--- src/rtl/vtpg_pkg.sv ---
package vtpg_pkg;
  localparam int TW   = 24;          // timing counter width
  localparam int LW   = 16;          // repeat counter width
  localparam int BW   = 8;           // byte width of counts and ramp
  localparam int PW   = 3 * BW;      // pixel width
  localparam int AW   = 5;           // write address width
  localparam int NWAVE = 3;
  localparam int WV_VS = 0;
  localparam int WV_HS = 1;
  localparam int WV_DE = 2;

  localparam logic [1:0] MODE_IDLE  = 2'd0;
  localparam logic [1:0] MODE_CHECK = 2'd1;
  localparam logic [1:0] MODE_RAMP  = 2'd2;

  localparam logic [AW-1:0] A_MODE   = 5'd0;
  localparam logic [AW-1:0] A_VS_DLY = 5'd1;
  localparam logic [AW-1:0] A_VS_HI  = 5'd2;
  localparam logic [AW-1:0] A_VS_LO  = 5'd3;
  localparam logic [AW-1:0] A_HS_DLY = 5'd4;
  localparam logic [AW-1:0] A_HS_HI  = 5'd5;
  localparam logic [AW-1:0] A_HS_LO  = 5'd6;
  localparam logic [AW-1:0] A_HS_NUM = 5'd7;
  localparam logic [AW-1:0] A_DE_DLY = 5'd8;
  localparam logic [AW-1:0] A_DE_HI  = 5'd9;
  localparam logic [AW-1:0] A_DE_LO  = 5'd10;
  localparam logic [AW-1:0] A_DE_NUM = 5'd11;
  localparam logic [AW-1:0] A_COL_A  = 5'd12;
  localparam logic [AW-1:0] A_COL_B  = 5'd13;
  localparam logic [AW-1:0] A_REP_A  = 5'd14;
  localparam logic [AW-1:0] A_REP_B  = 5'd15;
  localparam logic [AW-1:0] A_ALT    = 5'd16;
  localparam logic [AW-1:0] A_INC    = 5'd17;

  localparam logic [BW-1:0] INC_RESET = 8'h10;

  typedef enum logic [1:0] {PH_DLY, PH_HI, PH_LO, PH_DONE} wave_ph_e;

  typedef struct packed {
    logic [1:0]    mode;
    logic [TW-1:0] vs_dly;
    logic [TW-1:0] vs_hi;
    logic [TW-1:0] vs_lo;
    logic [TW-1:0] hs_dly;
    logic [LW-1:0] hs_hi;
    logic [LW-1:0] hs_lo;
    logic [LW-1:0] hs_num;
    logic [TW-1:0] de_dly;
    logic [LW-1:0] de_hi;
    logic [LW-1:0] de_lo;
    logic [LW-1:0] de_num;
    logic [PW-1:0] col_a;
    logic [PW-1:0] col_b;
    logic [BW-1:0] rep_a;
    logic [BW-1:0] rep_b;
    logic [BW-1:0] alt;
    logic [BW-1:0] inc;
  } cfg_t;

  function automatic cfg_t cfg_reset();
    cfg_t c;
    c     = '0;
    c.inc = INC_RESET;
    return c;
  endfunction
endpackage

--- src/rtl/vtpg_regs.sv ---
module vtpg_regs
  import vtpg_pkg::*;
(
  input  logic          clk,
  input  logic          rst_n,
  input  logic          we,
  input  logic [AW-1:0] addr,
  input  logic [TW-1:0] wdata,
  input  logic          restart,
  output cfg_t          cfg_use,
  output logic [1:0]    sh_mode,
  output logic [PW-1:0] sh_col_a,
  output logic [PW-1:0] sh_col_b,
  output logic [BW-1:0] sh_inc,
  output logic          running
);
  cfg_t live_q, live_d;
  cfg_t sh_q, sh_d;

  always_comb begin
    live_d = live_q;
    if (we) begin
      case (addr)
        A_MODE:   live_d.mode   = wdata[1:0];
        A_VS_DLY: live_d.vs_dly = wdata;
        A_VS_HI:  live_d.vs_hi  = wdata;
        A_VS_LO:  live_d.vs_lo  = wdata;
        A_HS_DLY: live_d.hs_dly = wdata;
        A_HS_HI:  live_d.hs_hi  = wdata[LW-1:0];
        A_HS_LO:  live_d.hs_lo  = wdata[LW-1:0];
        A_HS_NUM: live_d.hs_num = wdata[LW-1:0];
        A_DE_DLY: live_d.de_dly = wdata;
        A_DE_HI:  live_d.de_hi  = wdata[LW-1:0];
        A_DE_LO:  live_d.de_lo  = wdata[LW-1:0];
        A_DE_NUM: live_d.de_num = wdata[LW-1:0];
        A_COL_A:  live_d.col_a  = wdata[PW-1:0];
        A_COL_B:  live_d.col_b  = wdata[PW-1:0];
        A_REP_A:  live_d.rep_a  = wdata[BW-1:0];
        A_REP_B:  live_d.rep_b  = wdata[BW-1:0];
        A_ALT:    live_d.alt    = wdata[BW-1:0];
        A_INC:    live_d.inc    = wdata[BW-1:0];
        default:  live_d = live_q;
      endcase
    end
    sh_d = restart ? live_q : sh_q;
  end

  always_ff @(posedge clk or negedge rst_n) begin
    if (!rst_n) begin
      live_q <= cfg_reset();
      sh_q   <= cfg_reset();
    end else begin
      live_q <= live_d;
      sh_q   <= sh_d;
    end
  end

  // Values used to launch a frame come from the live set at the boundary.
  assign cfg_use  = restart ? live_q : sh_q;
  assign sh_mode  = sh_q.mode;
  assign sh_col_a = sh_q.col_a;
  assign sh_col_b = sh_q.col_b;
  assign sh_inc   = sh_q.inc;
  assign running  = (sh_q.mode == MODE_CHECK) || (sh_q.mode == MODE_RAMP);
endmodule

--- src/rtl/vtpg_wave.sv ---
module vtpg_wave
  import vtpg_pkg::*;
#(
  parameter int W  = 24,
  parameter int NW = 16
) (
  input  logic          clk,
  input  logic          rst_n,
  input  logic          restart,
  input  logic [W-1:0]  dly,
  input  logic [W-1:0]  hi,
  input  logic [W-1:0]  lo,
  input  logic [NW-1:0] num,
  output logic          level,
  output logic          last_hi,
  output logic          last_all
);
  localparam logic [W-1:0]  ONE_W = W'(1);
  localparam logic [NW-1:0] ONE_N = NW'(1);

  wave_ph_e      ph_q, ph_d;
  logic [W-1:0]  cnt_q, cnt_d;
  logic [NW-1:0] lines_q, lines_d;
  logic [W-1:0]  hi_e, lo_e;
  logic [NW-1:0] num_e;
  logic          cnt_end;

  assign hi_e    = (hi == '0)  ? ONE_W : hi;
  assign lo_e    = (lo == '0)  ? ONE_W : lo;
  assign num_e   = (num == '0) ? ONE_N : num;
  assign cnt_end = (cnt_q == ONE_W);

  always_comb begin
    ph_d    = ph_q;
    cnt_d   = cnt_q;
    lines_d = lines_q;
    if (restart) begin
      lines_d = num_e;
      if (dly == '0) begin
        ph_d  = PH_HI;
        cnt_d = hi_e;
      end else begin
        ph_d  = PH_DLY;
        cnt_d = dly;
      end
    end else begin
      case (ph_q)
        PH_DLY: begin
          if (cnt_end) begin
            ph_d  = PH_HI;
            cnt_d = hi_e;
          end else begin
            cnt_d = cnt_q - ONE_W;
          end
        end
        PH_HI: begin
          if (cnt_end) begin
            ph_d  = PH_LO;
            cnt_d = lo_e;
          end else begin
            cnt_d = cnt_q - ONE_W;
          end
        end
        PH_LO: begin
          if (cnt_end) begin
            if (lines_q <= ONE_N) begin
              ph_d = PH_DONE;
            end else begin
              ph_d    = PH_HI;
              cnt_d   = hi_e;
              lines_d = lines_q - ONE_N;
            end
          end else begin
            cnt_d = cnt_q - ONE_W;
          end
        end
        default: ph_d = PH_DONE;
      endcase
    end
  end

  always_ff @(posedge clk or negedge rst_n) begin
    if (!rst_n) begin
      ph_q    <= PH_DONE;
      cnt_q   <= ONE_W;
      lines_q <= ONE_N;
    end else begin
      ph_q    <= ph_d;
      cnt_q   <= cnt_d;
      lines_q <= lines_d;
    end
  end

  assign level    = (ph_q == PH_HI);
  assign last_hi  = (ph_q == PH_HI) && cnt_end;
  assign last_all = (ph_q == PH_LO) && cnt_end && (lines_q <= ONE_N);
endmodule

--- src/rtl/vtpg_pattern.sv ---
module vtpg_pattern
  import vtpg_pkg::*;
(
  input  logic          clk,
  input  logic          rst_n,
  input  logic          restart,
  input  logic          running,
  input  logic          de_raw,
  input  logic          line_end,
  input  logic [1:0]    mode,
  input  logic [PW-1:0] col_a,
  input  logic [PW-1:0] col_b,
  input  logic [BW-1:0] rep_a,
  input  logic [BW-1:0] rep_b,
  input  logic [BW-1:0] alt,
  input  logic [BW-1:0] inc,
  output logic [PW-1:0] pixel
);
  localparam logic [BW-1:0] ONE_B = BW'(1);

  logic          sel_q, sel_d;      // 0: colour A, 1: colour B
  logic          lsel_q, lsel_d;    // first colour of the current line
  logic [BW-1:0] run_q, run_d;
  logic [BW-1:0] alt_q, alt_d;
  logic [BW-1:0] ramp_q, ramp_d;
  logic [BW-1:0] rep_a_e, rep_b_e, alt_e;

  assign rep_a_e = (rep_a == '0) ? ONE_B : rep_a;
  assign rep_b_e = (rep_b == '0) ? ONE_B : rep_b;
  assign alt_e   = (alt == '0)   ? ONE_B : alt;

  always_comb begin
    sel_d  = sel_q;
    lsel_d = lsel_q;
    run_d  = run_q;
    alt_d  = alt_q;
    ramp_d = ramp_q;
    if (restart) begin
      sel_d  = 1'b0;
      lsel_d = 1'b0;
      run_d  = rep_a_e;
      alt_d  = alt_e;
      ramp_d = '0;
    end else begin
      if (line_end) begin
        if (alt_q <= ONE_B) begin
          lsel_d = ~lsel_q;
          alt_d  = alt_e;
        end else begin
          alt_d = alt_q - ONE_B;
        end
      end
      if (!de_raw) begin
        // blanking: prepare the first pixel of the coming line
        sel_d  = lsel_q;
        run_d  = lsel_q ? rep_b_e : rep_a_e;
        ramp_d = '0;
      end else begin
        ramp_d = ramp_q + inc;
        if (run_q <= ONE_B) begin
          sel_d = ~sel_q;
          run_d = sel_q ? rep_a_e : rep_b_e;
        end else begin
          run_d = run_q - ONE_B;
        end
      end
    end
  end

  always_ff @(posedge clk or negedge rst_n) begin
    if (!rst_n) begin
      sel_q  <= 1'b0;
      lsel_q <= 1'b0;
      run_q  <= ONE_B;
      alt_q  <= ONE_B;
      ramp_q <= '0;
    end else begin
      sel_q  <= sel_d;
      lsel_q <= lsel_d;
      run_q  <= run_d;
      alt_q  <= alt_d;
      ramp_q <= ramp_d;
    end
  end

  always_comb begin
    pixel = '0;
    if (running && de_raw) begin
      case (mode)
        MODE_CHECK: pixel = sel_q ? col_b : col_a;
        MODE_RAMP:  pixel = {3{ramp_q}};
        default:    pixel = '0;
      endcase
    end
  end
endmodule

--- src/rtl/vtpg_top.sv ---
module vtpg_top
  import vtpg_pkg::*;
(
  input  logic          clk,
  input  logic          rst_n,
  input  logic          cfg_we,
  input  logic [4:0]    cfg_addr,
  input  logic [23:0]   cfg_wdata,
  output logic          vsync,
  output logic          hsync,
  output logic          de,
  output logic [23:0]   pixel
);
  cfg_t          cfg_use;
  logic [1:0]    sh_mode;
  logic [PW-1:0] sh_col_a, sh_col_b;
  logic [BW-1:0] sh_inc;
  logic          running;
  logic          restart;

  logic [NWAVE-1:0] lvl, lhi, lall;
  logic [TW-1:0]    w_dly [NWAVE];
  logic [TW-1:0]    w_hi  [NWAVE];
  logic [TW-1:0]    w_lo  [NWAVE];
  logic [LW-1:0]    w_num [NWAVE];

  vtpg_regs u_regs (
    .clk      (clk),
    .rst_n    (rst_n),
    .we       (cfg_we),
    .addr     (cfg_addr),
    .wdata    (cfg_wdata),
    .restart  (restart),
    .cfg_use  (cfg_use),
    .sh_mode  (sh_mode),
    .sh_col_a (sh_col_a),
    .sh_col_b (sh_col_b),
    .sh_inc   (sh_inc),
    .running  (running)
  );

  always_comb begin
    w_dly[WV_VS] = cfg_use.vs_dly;
    w_hi[WV_VS]  = cfg_use.vs_hi;
    w_lo[WV_VS]  = cfg_use.vs_lo;
    w_num[WV_VS] = LW'(1);
    w_dly[WV_HS] = cfg_use.hs_dly;
    w_hi[WV_HS]  = TW'(cfg_use.hs_hi);
    w_lo[WV_HS]  = TW'(cfg_use.hs_lo);
    w_num[WV_HS] = cfg_use.hs_num;
    w_dly[WV_DE] = cfg_use.de_dly;
    w_hi[WV_DE]  = TW'(cfg_use.de_hi);
    w_lo[WV_DE]  = TW'(cfg_use.de_lo);
    w_num[WV_DE] = cfg_use.de_num;
  end

  for (genvar gi = 0; gi < NWAVE; gi++) begin : g_wave
    vtpg_wave #(.W(TW), .NW(LW)) u_wave (
      .clk      (clk),
      .rst_n    (rst_n),
      .restart  (restart),
      .dly      (w_dly[gi]),
      .hi       (w_hi[gi]),
      .lo       (w_lo[gi]),
      .num      (w_num[gi]),
      .level    (lvl[gi]),
      .last_hi  (lhi[gi]),
      .last_all (lall[gi])
    );
  end

  // The vsync waveform's final clock closes the frame; idle restarts every clock.
  assign restart = lall[WV_VS] | ~running;

  vtpg_pattern u_pat (
    .clk      (clk),
    .rst_n    (rst_n),
    .restart  (restart),
    .running  (running),
    .de_raw   (lvl[WV_DE]),
    .line_end (lhi[WV_DE]),
    .mode     (sh_mode),
    .col_a    (sh_col_a),
    .col_b    (sh_col_b),
    .rep_a    (cfg_use.rep_a),
    .rep_b    (cfg_use.rep_b),
    .alt      (cfg_use.alt),
    .inc      (cfg_use.inc),
    .pixel    (pixel)
  );

  assign vsync = running & lvl[WV_VS];
  assign hsync = running & lvl[WV_HS];
  assign de    = running & lvl[WV_DE];

  logic unused_sig;
  assign unused_sig = ^{lhi[WV_HS:WV_VS], lall[WV_DE:WV_HS],
                        cfg_use.mode, cfg_use.col_a, cfg_use.col_b};
endmodule

--- config.mk ---
export PLATFORM = sky130hd
export DESIGN_NAME = vtpg_top
export DESIGN_NICKNAME = d
export VERILOG_FILES = /design/src/rtl/vtpg_pkg.sv /design/src/rtl/vtpg_regs.sv /design/src/rtl/vtpg_wave.sv /design/src/rtl/vtpg_pattern.sv /design/src/rtl/vtpg_top.sv
export SDC_FILE = /design/constraint.sdc
export NUM_CORES = 1
export LEC_CHECK = 0
export BUFFER_PORTS_ARGS = -buffer_cell sky130_fd_sc_hd__buf_2
export CELL_PAD_IN_SITES_DETAIL_PLACEMENT = 1
export CELL_PAD_IN_SITES_GLOBAL_PLACEMENT = 1
export CORE_ASPECT_RATIO = 0.7
export CORE_UTILIZATION = 36
export CTS_CLUSTER_DIAMETER = 60
export DETAILED_ROUTE_END_ITERATION = 12
export GPL_ROUTABILITY_DRIVEN = 0
export PLACE_DENSITY_LB_ADDON = 0.1
export SYNTH_ARGS = -nofsm -noshare
export SYNTH_HDL_FRONTEND = slang
export SYNTH_HIERARCHICAL = 1
export SYNTH_SLANG_ARGS = --single-unit
--- constraint.sdc ---
create_clock -name clk -period 5.7 [get_ports clk]
set_input_delay 0.855 -clock clk [delete_from_list [all_inputs] [get_ports clk]]
set_output_delay 0.855 -clock clk [all_outputs]
set_load 0.03 [all_outputs]
Word level (Yosys, flattened, before mapping) --
Index checks and enable logic that the tools add are counted.
Cells by class: reduce and logical (&&, ||, !) cells 62, eq/ne operators 44, order comparisons 5, add/sub/neg operators 9, bitwise gates (word level) 7, multiplexer cells 85
Operators by type and width (number):
- 2-to-1 mux 24 bit | 22
- 2-to-1 mux 296 bit | 1
- 2-to-1 mux 16 bit | 18
- zero test 24 bit | 9
- case mux 24 bit (3 select lines) | 3
- 2-to-1 mux 8 bit | 13
- equality test 24 x 1 -> 1 bit (second input constant) | 3
- subtractor 24 x 1 -> 24 bit (second input constant) | 3
- less-or-equal comparator 16 x 1 -> 1 bit (second input constant) | 3
- case mux 24 bit (2 select lines) | 1
- subtractor 16 x 1 -> 16 bit (second input constant) | 3
- AND reduction 2 bit | 22
- equality test 5 x 4 -> 1 bit (second input constant) | 8
- zero test 16 bit | 2
- 2-to-1 mux 2 bit | 15
- zero test 8 bit | 3
- equality test 5 x 3 -> 1 bit (second input constant) | 4
- != test 3 x 2 -> 1 bit (second input constant) | 6
- case mux 2 bit (3 select lines) | 3
- AND reduction 3 bit | 6
- less-or-equal comparator 8 x 1 -> 1 bit (second input constant) | 2
- nonzero test 2 bit | 8
- subtractor 8 x 1 -> 8 bit (second input constant) | 2
- != test 3 bit (second input constant) | 4
- 17 further kinds | 48
Word-level totals: output and inout bits 27, bits of input ports 32, logic and storage cells 262, register bits 748

Depth between registers and ports, before layout --
depth after elaboration 11, mapped depth 19, depth with buffers taken out 15

Hierarchy --
The synthesis kept the hierarchy.
By module, submodules not included:
- vtpg_regs | area each 22758.1 µm², instances 1, cells an instance 1352, sequential area each 14916.8 µm²
- vtpg_wave at g_wave[0].u_wave ... | area each 3677.3 µm², instances 2, cells an instance 497, sequential area each 1056.0 µm²
- vtpg_wave at g_wave[2].u_wave | area each 3657.3 µm², instances 1, cells an instance 478, sequential area each 1056.0 µm²
- vtpg_pattern | area each 2580.0 µm², instances 1, cells an instance 313, sequential area each 653.1 µm²
- vtpg_top | area each 32.5 µm², instances 1, cells an instance 6, sequential area each 0.0 µm²

Worst setup path before layout --
No wires, ideal clock.
path kind reg-to-reg, start register g_wave[0].u_wave.cnt_q[0], end register g_wave[0].u_wave.cnt_q[12], setup slack 588 ps, stages on the path, launching flop included 18, setup time 79 ps, clock period less this slack 5112 ps, data arrival time 5032 ps, required time 5621 ps, buffers on the path 4, cells stage by stage dfstp_2 > ha_1 > or4b_2 > nor4_2 > nand4_1 > nor2_1 > nand2b_1 > buf_2 > buf_1 > buf_2 > mux2_2 > or4_1 > nor2_1 > and2_0 > clkbuf_1 > a211oi_1 > nor3b_1 > a2bb2oi_1
RTL lines:
- from (decl) | line vtpg_wave.sv:22 | logic [W-1:0] cnt_q, cnt_d;
- from (signal assigned) | line vtpg_wave.sv:89 | cnt_q <= cnt_d;

==> out/results.ini <==
[timing]
fin_crit_sh_pct=91.6
setup_viol=0
rsz0062_at_grt=no
relSlewSlack_pct=10.6
period_needed_ps=5220
worst_pin_slew_ps=1340
slew_viol_final=0
clock_skew_ps=33.3
finalHoldViolations=0
clock.fmax_ghz=0.191
setup-tns-final_ps=0

[cells_and_area]
drive_gt1_share_pct=28.9
utilization_pct=40.8
finalNetCount=3274
stdcell_area_mm2=0.0408
final_common_cell=dfrtp_1
synthToLayoutAreaGrowth_pct=12.4
fillCellCount=10700
layout_common_cells=dfrtp_1, mux2_2, nand2_1, a21oi_1, nor2_1
fin_cells=4624

[grt]
antenna_found_initial=16
grt_first_pass_wirelength_um=176000
grt_start_max_net_pins=157
gr-total-overflow=0
grt_util_all_layers_pct=22.4
grt_pass1_vias=27400

[floorplan]
die_y_um=268
die_area_mm2=0.102
core_area_mm2=0.100
die_w_um=382
boundaryPins=59
std_cell_rows=97
initial_utilization_pct=36.3

[clocking]
postCtsHoldBufs=0
clockBufferDepth=3
post_cts_resized=0
htree_levels=3
clk_pin_slew_worst_paths_ps=60
clk_latency_ps=670
cts_setup_buffers=0
clock_sinks=748
clock-root-buffer=clkbuf_16
cts_tree=yes
cts_buffers=83

[critical_path]
r2r_setup_slack_ps=480
r2r-end=g_wave[1].u_wave/cnt_q[14]$_DFFE_PN0P_
cp-endpoint=g_wave[1].u_wave/cnt_q[14]$_DFFE_PN0P_
path_max_fanout=31
cp-start-kind=flip-flop
rr_startpoint=g_wave[0].u_wave/cnt_q[0]$_DFFE_PN1P_
critical_path_arrival_ps=5790
path_class=flip-flop to flip-flop
crit_start=g_wave[0].u_wave/cnt_q[0]$_DFFE_PN1P_
reg2regPathDepth=16
cp-end-kind=flip-flop
crit_required_ps=6260

[placement]
dp_hpwl_um=75700
dp.cells=4467
io_buffers=58
place_area_mm2=0.0380

[synthesis]
synth_area_mm2=0.0363
syn_avg_cell_area_um2=11.6
syn_inst=3131
ys_warn_count=6

[power_and_ir_drop]
power_density_mw_per_mm2=564
leakage_uw=0.0179
power_switching_uw=8830
p_clk_share_pct=23.9
power_frac_seq_pct=35.4
sw_frac_of_total_pct=38.4
internal_power_uw=14200
peakVddDrop_uv=288
comb_power_share_pct=40.7

[routing]
firstDrtPassIters=5
vias=25800
routed_wl_um=113000
first_iter_violations=1648
ant_nets=0
drc=0
wl_per_cell_um=24.3
via_per_inst=5.58

[min_path]
min_path_type=input port to asynchronous set/reset pin

[run]
max_cap_viol_count=0

[run_status]
status=finished, final reports clean

power by group through the flow:
stage	registers (µW)	clock network, µW	logic [µW]
final	8140	5510	9370
after global routing	8360	5900	10200
after floorplan	7830	0	6850
after CTS	8130	5690	9390
after global placement	8100	0	9110
after detailed placement	8210	0	9330
metal layers:
metal	wire length, µm	vias up	GRT usage, %	part of all wire, %
met5	13	-	0	0.012
li1	-	11500	-	-
met1	56500	13600	34.1	50
met3	5290	151	3.80	4.7
met2	48400	517	32.8	43
met4	2290	2	5.19	2.0
through the flow:
| stage | setup WS (ps) | hold WS, ps | power [µW] |
|---|---|---|---|
| 2_1_floorplan | 588 | 460 | 14700 |
| 3_3_place_gp | 663 | 481 | 17200 |
| 3_5_place_dp | 553 | 488 | 17500 |
| 4_1_cts | 492 | 211 | 23200 |
| 5_1_grt | 103 | 238 | 24500 |
| 6_report | 478 | 207 | 23000 |
critical path: stages, from the launching register on:
cell and delay, ps:
dfstp_2 560, ha_1 180, or4b_2 670, nor4_2 350, nand4_1 140, nor2_1 120, nand2b_4 520, buf_12 270
buf_4 240, mux2_2 380, nor4_1 370, and4_1 290, and2_0 170, buf_4 250, a211oi_1 110, a311o_1 280
a22oi_1 190
sequential cells by signal, indices dropped and copies added (netlist names):
signal	flops
u_regs/sh_q	240
g_wave.u_wave/cnt_q	72
u_regs/sh_mode	2
u_pat/lsel_q	1
u_regs/live_q	298
u_regs/sh_col_b	24
u_regs/sh_col_a	24
g_wave.u_wave/lines_q	48
u_pat/ramp_q	8
u_pat/sel_q	1
g_wave.u_wave/ph_q	6
u_pat/alt_q	8
u_regs/sh_inc	8
u_pat/run_q	8
worst min-delay path by stage:
| stage | startpoint | to | slack [ps] | depth (start not counted) |
|---|---|---|---|---|
| 3_3_place_gp | u_regs/live_q[115]$_DFFE_PN0P_ | u_regs/live_q[115]$_DFFE_PN0P_ | 480 | 1 |
| 3_5_place_dp | u_regs/live_q[142]$_DFFE_PN0P_ | u_regs/live_q[142]$_DFFE_PN0P_ | 490 | 1 |
| 5_1_grt | rst_n | u_regs/live_q[60]$_DFFE_PN0P_ | 240 | 1 |
| 2_1_floorplan | g_wave[0].u_wave/cnt_q[7]$_DFFE_PN0P_ | g_wave[0].u_wave/cnt_q[7]$_DFFE_PN0P_ | 460 | 2 |
| 6_report | rst_n | u_regs/live_q[39]$_DFFE_PN0P_ | 210 | 1 |
| 4_1_cts | rst_n | u_regs/live_q[63]$_DFFE_PN0P_ | 210 | 1 |
cell type report:
| cell class | count | area (µm²) | share of cell area (%) |
|---|---|---|---|
| clock buffers | 119 | 2400 | 5.87 |
| repair buffers | 121 | 873 | 2.14 |
| clock inverters | 35 | 385 | 0.944 |
| diodes | 3 | 7.51 | 0.0184 |
| multi-input cells | 2199 | 16500 | 40.4 |
| well taps | 1336 | 1670 | 4.10 |
| inverters | 63 | 236 | 0.579 |
| flip-flops and latches | 748 | 18700 | 45.9 |
Power figures use the tool's default switching activity.
